===== config.mk =====
export PLATFORM = sky130hd
export DESIGN_NAME = idle_wake_ctrl
export DESIGN_NICKNAME = d
export VERILOG_FILES = /design/src/rtl/iwk_pkg.sv /design/src/rtl/iwk_irq_sync.sv /design/src/rtl/iwk_act_hold.sv /design/src/rtl/iwk_fsm.sv /design/src/rtl/idle_wake_ctrl.sv
export SDC_FILE = /design/constraint.sdc
export NUM_CORES = 1
export LEC_CHECK = 0
export ABC_AREA = 1
export BUFFER_PORTS_ARGS = -buffer_cell sky130_fd_sc_hd__buf_2
export CAP_MARGIN = 10
export CORE_ASPECT_RATIO = 1.25
export CORE_MARGIN = 1.5
export CORE_UTILIZATION = 45
export CTS_CLUSTER_DIAMETER = 150
export CTS_CLUSTER_SIZE = 10
export DETAILED_ROUTE_END_ITERATION = 16
export PLACE_DENSITY = 0.85
export SYNTH_ARGS = -nofsm -noshare
export SYNTH_HDL_FRONTEND = slang
export SYNTH_SLANG_ARGS = --single-unit

===== constraint.sdc =====
create_clock -name clk -period 1.2 [get_ports clk]
set_clock_uncertainty 0.1 [all_clocks]
set_input_delay 0.24 -clock clk [delete_from_list [all_inputs] [get_ports clk]]
set_output_delay 0.24 -clock clk [all_outputs]
set_load 0.01 [all_outputs]

===== src/rtl/iwk_pkg.sv =====
package iwk_pkg;
  localparam int DOM_W  = 9;
  localparam int D_HOST = 0;
  localparam int D_HINT = 1;
  localparam int D_BRG  = 2;
  localparam int D_DMA  = 3;
  localparam int D_TC   = 4;
  localparam int D_LB   = 5;
  localparam int D_DSP  = 6;
  localparam int D_DINT = 7;
  localparam int D_HPI  = 8;

  localparam int N_ACT    = 3;
  localparam int A_LB     = 0;
  localparam int A_DMA_TC = 1;
  localparam int A_DMA_BR = 2;

  typedef logic [DOM_W-1:0] dom_mask_t;

  typedef enum logic [1:0] {
    ST_RUN  = 2'd0,
    ST_IDLE = 2'd1,
    ST_WAKE = 2'd2
  } iwk_state_e;

  localparam dom_mask_t M_HOST_IRQ = (dom_mask_t'(1) << D_HOST) | (dom_mask_t'(1) << D_HINT) |
                                     (dom_mask_t'(1) << D_BRG)  | (dom_mask_t'(1) << D_DMA)  |
                                     (dom_mask_t'(1) << D_TC);
  localparam dom_mask_t M_DSP_IRQ  = (dom_mask_t'(1) << D_DSP) | (dom_mask_t'(1) << D_DINT) |
                                     (dom_mask_t'(1) << D_TC);
  localparam dom_mask_t M_HPI      = dom_mask_t'(1) << D_HPI;

  function automatic dom_mask_t act_mask(int unsigned src);
    dom_mask_t m;
    case (src)
      A_LB:     m = (dom_mask_t'(1) << D_TC) | (dom_mask_t'(1) << D_LB);
      A_DMA_TC: m = (dom_mask_t'(1) << D_DMA) | (dom_mask_t'(1) << D_TC) | (dom_mask_t'(1) << D_LB);
      A_DMA_BR: m = (dom_mask_t'(1) << D_TC) | (dom_mask_t'(1) << D_BRG) | (dom_mask_t'(1) << D_DMA);
      default:  m = '0;
    endcase
    return m;
  endfunction
endpackage


===== src/rtl/iwk_irq_sync.sv =====
module iwk_irq_sync #(
  parameter int W = 2
) (
  input  logic         clk,
  input  logic         rst_n,
  input  logic [W-1:0] irq_n_i,
  output logic [W-1:0] irq_o
);
  logic [W-1:0] meta_q;
  logic [W-1:0] sync_q;

  always_ff @(posedge clk or negedge rst_n) begin
    if (!rst_n) begin
      meta_q <= '1;
      sync_q <= '1;
    end else begin
      meta_q <= irq_n_i;
      sync_q <= meta_q;
    end
  end

  assign irq_o = ~sync_q;
endmodule


===== src/rtl/iwk_act_hold.sv =====
module iwk_act_hold (
  input  logic clk,
  input  logic rst_n,
  input  logic start_i,
  input  logic keep_i,
  output logic en_o
);
  logic act_q;
  logic act_d;

  always_comb begin
    act_d = start_i | (act_q & keep_i);
  end

  always_ff @(posedge clk or negedge rst_n) begin
    if (!rst_n) act_q <= 1'b0;
    else        act_q <= act_d;
  end

  assign en_o = start_i | act_q;

  AST_HOLD_RELEASE: assert property (@(posedge clk) disable iff (!rst_n)
    (en_o && !start_i && !keep_i) |=> (!en_o || start_i));
endmodule


===== src/rtl/iwk_fsm.sv =====
module iwk_fsm
  import iwk_pkg::*;
(
  input  logic       clk,
  input  logic       rst_n,
  input  logic       wake_mode_i,
  input  logic       idle_req_i,
  input  logic       pending_i,
  input  logic       host_irq_i,
  input  logic       dsp_irq_i,
  input  logic       ulp_wake_i,
  input  logic       hpi_en_i,
  output iwk_state_e state_o,
  output dom_mask_t  wake_mask_o,
  output logic       wake_full_o,
  output logic       clr_idle_o
);
  iwk_state_e state_q, state_d;
  dom_mask_t  mask_q, mask_d;
  logic       full_q, full_d;
  logic       load;

  always_comb begin
    state_d    = state_q;
    mask_d     = mask_q;
    full_d     = full_q;
    load       = 1'b0;
    clr_idle_o = 1'b0;
    case (state_q)
      ST_RUN: begin
        if (idle_req_i && !pending_i) state_d = ST_IDLE;
      end
      ST_IDLE: begin
        if (wake_mode_i && (host_irq_i || dsp_irq_i)) begin
          state_d    = ST_WAKE;
          load       = 1'b1;
          mask_d     = (host_irq_i ? M_HOST_IRQ : '0) |
                       (dsp_irq_i ? (M_DSP_IRQ | (hpi_en_i ? M_HPI : '0)) : '0);
          full_d     = 1'b0;
          clr_idle_o = host_irq_i;
        end else if (!wake_mode_i && ulp_wake_i) begin
          state_d    = ST_WAKE;
          load       = 1'b1;
          mask_d     = '1;
          full_d     = 1'b1;
          clr_idle_o = 1'b1;
        end
      end
      ST_WAKE: state_d = ST_RUN;
      default: state_d = ST_RUN;
    endcase
  end

  always_ff @(posedge clk or negedge rst_n) begin
    if (!rst_n) state_q <= ST_RUN;
    else        state_q <= state_d;
  end

  always_ff @(posedge clk or negedge rst_n) begin
    if (!rst_n) begin
      mask_q <= '0;
      full_q <= 1'b0;
    end else if (load) begin
      mask_q <= mask_d;
      full_q <= full_d;
    end
  end

  assign state_o     = state_q;
  assign wake_mask_o = mask_q;
  assign wake_full_o = full_q;

  AST_IDLE_ENTRY: assert property (@(posedge clk) disable iff (!rst_n)
    (state_q == ST_RUN && idle_req_i && !pending_i) |=> (state_q == ST_IDLE));
  AST_WAKE_ONE_CYCLE: assert property (@(posedge clk) disable iff (!rst_n)
    (state_q == ST_WAKE) |=> (state_q == ST_RUN));
  AST_EXT_MODE_HOLD: assert property (@(posedge clk) disable iff (!rst_n)
    (state_q == ST_IDLE && !wake_mode_i && !ulp_wake_i) |=> (state_q == ST_IDLE));
endmodule


===== src/rtl/idle_wake_ctrl.sv =====
module idle_wake_ctrl
  import iwk_pkg::*;
#(
  parameter int N_PERIPH = 4
) (
  input  logic                clk,
  input  logic                rst_n,
  input  logic                host_wr_i,
  input  logic [1:0]          host_wdata_i,
  input  logic                host_irq_n_i,
  input  logic                dsp_irq_n_i,
  input  logic                lb_act_i,
  input  logic                dma_tc_req_i,
  input  logic                dma_br_req_i,
  input  logic                dma_busy_i,
  input  logic                ulp_wake_i,
  input  logic                hpi_en_i,
  input  logic [N_PERIPH-1:0] periph_restore_i,
  output logic [DOM_W-1:0]    clk_en_o,
  output logic [N_PERIPH-1:0] periph_en_o,
  output logic [1:0]          state_o,
  output logic                idle_req_o,
  output logic                wake_mode_o
);
  localparam int N_IRQ = 2;

  logic             rst_meta_q, rst_sync_q, rst_n_s;
  logic [N_IRQ-1:0] irq_s;
  logic [N_ACT-1:0] act_start, act_keep, act_en;
  dom_mask_t        held_mask;
  logic             pending;
  logic             idle_req_q, wake_mode_q;
  iwk_state_e       state;
  dom_mask_t        wake_mask;
  logic             wake_full, clr_idle;

  // reset: asserted asynchronously, released on the clock
  always_ff @(posedge clk or negedge rst_n) begin
    if (!rst_n) begin
      rst_meta_q <= 1'b0;
      rst_sync_q <= 1'b0;
    end else begin
      rst_meta_q <= 1'b1;
      rst_sync_q <= rst_meta_q;
    end
  end
  assign rst_n_s = rst_sync_q;

  iwk_irq_sync #(.W(N_IRQ)) u_irq_sync (
    .clk     (clk),
    .rst_n   (rst_n_s),
    .irq_n_i ({dsp_irq_n_i, host_irq_n_i}),
    .irq_o   (irq_s)
  );

  assign act_start = {dma_br_req_i, dma_tc_req_i, lb_act_i};
  assign act_keep  = {dma_busy_i, dma_busy_i, 1'b0};

  for (genvar g = 0; g < N_ACT; g++) begin : g_act
    iwk_act_hold u_hold (
      .clk     (clk),
      .rst_n   (rst_n_s),
      .start_i (act_start[g]),
      .keep_i  (act_keep[g]),
      .en_o    (act_en[g])
    );
  end

  always_comb begin
    held_mask = '0;
    for (int i = 0; i < N_ACT; i++) begin
      if (act_en[i]) held_mask = held_mask | act_mask(i);
    end
  end

  assign pending = (|irq_s) | (|act_en);

  // host-owned control bits
  always_ff @(posedge clk or negedge rst_n_s) begin
    if (!rst_n_s) begin
      idle_req_q  <= 1'b0;
      wake_mode_q <= 1'b0;
    end else begin
      if (host_wr_i) begin
        idle_req_q  <= host_wdata_i[0];
        wake_mode_q <= host_wdata_i[1];
      end else if (clr_idle) begin
        idle_req_q  <= 1'b0;
      end
    end
  end

  iwk_fsm u_fsm (
    .clk         (clk),
    .rst_n       (rst_n_s),
    .wake_mode_i (wake_mode_q),
    .idle_req_i  (idle_req_q),
    .pending_i   (pending),
    .host_irq_i  (irq_s[0]),
    .dsp_irq_i   (irq_s[1]),
    .ulp_wake_i  (ulp_wake_i),
    .hpi_en_i    (hpi_en_i),
    .state_o     (state),
    .wake_mask_o (wake_mask),
    .wake_full_o (wake_full),
    .clr_idle_o  (clr_idle)
  );

  always_comb begin
    case (state)
      ST_RUN: begin
        clk_en_o    = '1;
        periph_en_o = '1;
      end
      ST_WAKE: begin
        clk_en_o    = wake_mask | held_mask;
        periph_en_o = wake_full ? '1 : periph_restore_i;
      end
      default: begin
        clk_en_o    = held_mask;
        periph_en_o = '0;
      end
    endcase
  end

  assign state_o     = state;
  assign idle_req_o  = idle_req_q;
  assign wake_mode_o = wake_mode_q;

  AST_HOST_WAKE_CLEARS: assert property (@(posedge clk) disable iff (!rst_n_s)
    (state == ST_IDLE && irq_s[0] && wake_mode_q && !host_wr_i)
      |=> (state == ST_WAKE && !idle_req_q));
  AST_DSP_WAKE_KEEPS: assert property (@(posedge clk) disable iff (!rst_n_s)
    (state == ST_IDLE && irq_s[1] && !irq_s[0] && wake_mode_q && idle_req_q && !host_wr_i)
      |=> idle_req_q);
endmodule


==> metrics.yaml <==
run_status:
  status: "finished, violations left"
  violations: "negative setup slack"
worst_setup_path:
  cp_data_arrival_time_ns: 1.21
  crit_type: "flip-flop to output pin"
  worstPathRequired_ns: 0.86
  start_kind: "flip-flop"
  cp-end-kind: "output pin"
  cp_slowest_cell: "dfrtp_1"
  r2r_cells: 6
  crit_chain: "inv_4 -> o21ai_4 -> nand3_2 -> buf_6"
  path_max_fanout: 5
  slowest_delay_ns: 0.41
clocking:
  clk_latency_ns: 0.29
  cts_max_level: 1
  cts_buffers: 3
  cts_tree: "yes"
  clkTransAtPathRegs_ns: 0.10
  clockRootBuffer: "clkbuf_4"
  clk_path_buf_depth: 2
  cts_sinks: 18
floorplan:
  dieHeight_um: 50.6
  io-pin-count: 34
  die_x_um: 41.1
  fp.coreArea_sq_um: 1740
  start_util_pct: 46.8
  die_area_sq_um: 2080
  rows: 17
synthesis:
  syn_nets: 114
  synth-edff-count: 0
  yosysMostFrequentCell: "nand2_1"
  syn_area_per_cell_sq_um: 8.42
  ys_warn_count: 0
  syn_area_sq_um: 817
  netlist_instances: 97
  seq_area_frac_synth_pct: 55.7
  synth_top_area_share_pct: 42.9
  synthArstFlopShare_pct: 100
  synthTopCellsByArea: "dfrtp_1 (43%), nand2_1 (17%), dfstp_2 (13%)"
  ys_types: 17
  netlist_top_cells_count: "nand2_1 (38), dfrtp_1 (14), nand3_1 (11)"
  synthFlopType: "dfrtp_1"
  yosysTopAreaCell: "dfrtp_1"
  synth_seq_cells: 18
placement:
  place_inst: 153
  place_congestion: 0.803
  dp_slack_ns: -0.121
  io_buffers: 33
  hpwl_mm: 1.27
power_and_ir_drop:
  internal_power_w: 0.000864
  sw_frac_of_total_pct: 24.9
  seq_power_share_pct: 58.6
  p_switching_w: 0.000286
  comb_power_share_pct: 15.7
  clkPwrFrac_pct: 25.7
  ir_worst_vdd_mv: 0.885
  power_density_nw_per_um2: 883
  leakage_nw: 0.645
routing:
  first_pass_iters: 4
  post_drt_wl_per_cell_um: 11.4
  ant_nets: 0
  routed_wl_mm: 1.91
  drc_errors: 0
  routed_via_density: 4.84
  drtIter0Drc: 7
  num_vias: 808
final_layout:
  stdcell_count: 167
  diodes: 0
  utilization_pct: 74.6
  syn2layout_area_growth_pct: 59.3
  fin_nets: 166
  drive_gt1_share_pct: 50.7
timing:
  rsz0062_at_grt: "yes"
  drv_slew: 0
  worst_slack_ns: -0.354
  fin_crit_sh_pct: 130
  setup_viol: 23
  finalHoldViolCount: 0
  timing.hold.ws_ns: 0.0440
  max_freq_mhz: 643
  period_minus_slack_ns: 1.55
  tns_ns: -5.72
worst_hold_path:
  holdPathStages: 3
  hp-class: "primary input to flip-flop"
global_routing:
  grt_pass1_vias: 728
  overflow: 0
  track_usage_pct: 18.8
  grt_pass1_wl_mm: 2.68
  antenna_found_initial: 0
  grt_max_degree: 17
job:
  maxCapViolCount: 0
-- path summary, 6_finish.rpt --
check                      slack, ns              from                    to
max                            -0.35  u_fsm.state_o[1]           clk_en_o[5]
min                             0.04   host_wdata_i[0]            idle_req_o
max reg2reg                    -0.24  u_fsm.state_o[0]  u_fsm.wake_mask_o[5]
min reg2reg                     0.08           rst_n_s            idle_req_o
max in group asynchronous       0.67           rst_n_s  u_irq_sync.sync_q[1]
min in group asynchronous       0.08           rst_n_s            idle_req_o
-- sequential cells by signal, indices dropped and copies added, names as in the netlist --
register            count
g_act.u_hold.act_q      3
idle_req_o              1
rst_meta_q              1
rst_n_s                 1
u_fsm.state_o           2
u_fsm.wake_mask_o       5
u_irq_sync.meta_q       2
u_irq_sync.sync_q       2
wake_mode_o             1
-- critical path: cells and delay by family, from the launching register on --
family,cells,cell delay [ns]
buffers and inverters,2,0.20
AO/OA/AOI/OAI,1,0.22
flip-flops,1,0.41
AND/OR/NAND/NOR,1,0.10
-- layer usage --
metal / part of all wire [%] / routed length (um) / GRT usage, %
met4: 2.2 / 42 / 10.8
met3: 4.3 / 83 / 1.33
met5: 0 / 0 / 0
met2: 56 / 1080 / 33.3
met1: 37 / 706 / 20.1
-- layout by cell type (no fill, tap or decap), types with 2 or more instances in the layout --
| cell | instances |
|---|---|
| nand2_1 | 33 |
| buf_2 | 25 |
| dfrtp_1 | 12 |
| buf_4 | 10 |
| buf_6 | 9 |
| nand3_1 | 7 |
| inv_1 | 6 |
| nor2_1 | 6 |
| nand2_4 | 4 |
| nor2_2 | 4 |
| nand3_2 | 4 |
| dlygate4sd3_1 | 4 |
| dfstp_2 | 4 |
| clkbuf_4 | 3 |
| dfrtp_2 | 2 |
-- final cells by class --
cell class / instances / area (sq um)
clock buffers: 4 / 26.3
fillers: 122 / 443
inverters: 9 / 41.3
multi-input cells: 67 / 383
flip-flops and latches: 18 / 458
well taps: 19 / 23.8
repair buffers: 49 / 362
repair inverters: 1 / 7.51
-- cell families (layout without fill, tap and decap cells) --
family / count (synthesis) / count (layout) / share of synthesized area, %
simple gates: 63 / 63 / 34.2
other cells: 1 / 1 / 0.459
flops: 18 / 18 / 55.7
compound gates: 3 / 3 / 2.30
buf+inv: 12 / 63 / 7.35
-- stage by stage --
stage / power (W) / cell area, sq um
2_1_floorplan: 0.000762 / 875
3_3_place_gp: 0.000820 / 1080
3_5_place_dp: 0.000827 / 1080
4_1_cts: 0.00115 / 1230
5_1_grt: 0.00121 / 1300
6_report: 0.00115 / 1300
-- power groups by stage --
stage	sequential, W	combinational [W]	clock, W
floorplan	0.000690	0.0000717	0
global placement	0.000684	0.000137	0
detailed placement	0.000685	0.000143	0
CTS	0.000672	0.000172	0.000311
global route	0.000677	0.000202	0.000330
finish	0.000673	0.000181	0.000295
-- what timing repair did --
| action | 4_1_cts | 5_1_grt |
|---|---|---|
| gates resized for setup | 14 | 9 |
| cloned | 1 | 0 |
| endpoints found under the hold margin | 5 | 0 |
| pin swaps | 4 | 9 |
| setup endpoints to repair | 24 | 24 |
| hold buffers | 4 | 0 |
| setup buffers | 3 | 2 |
No activity file was read; power rests on OpenSTA's default activity.
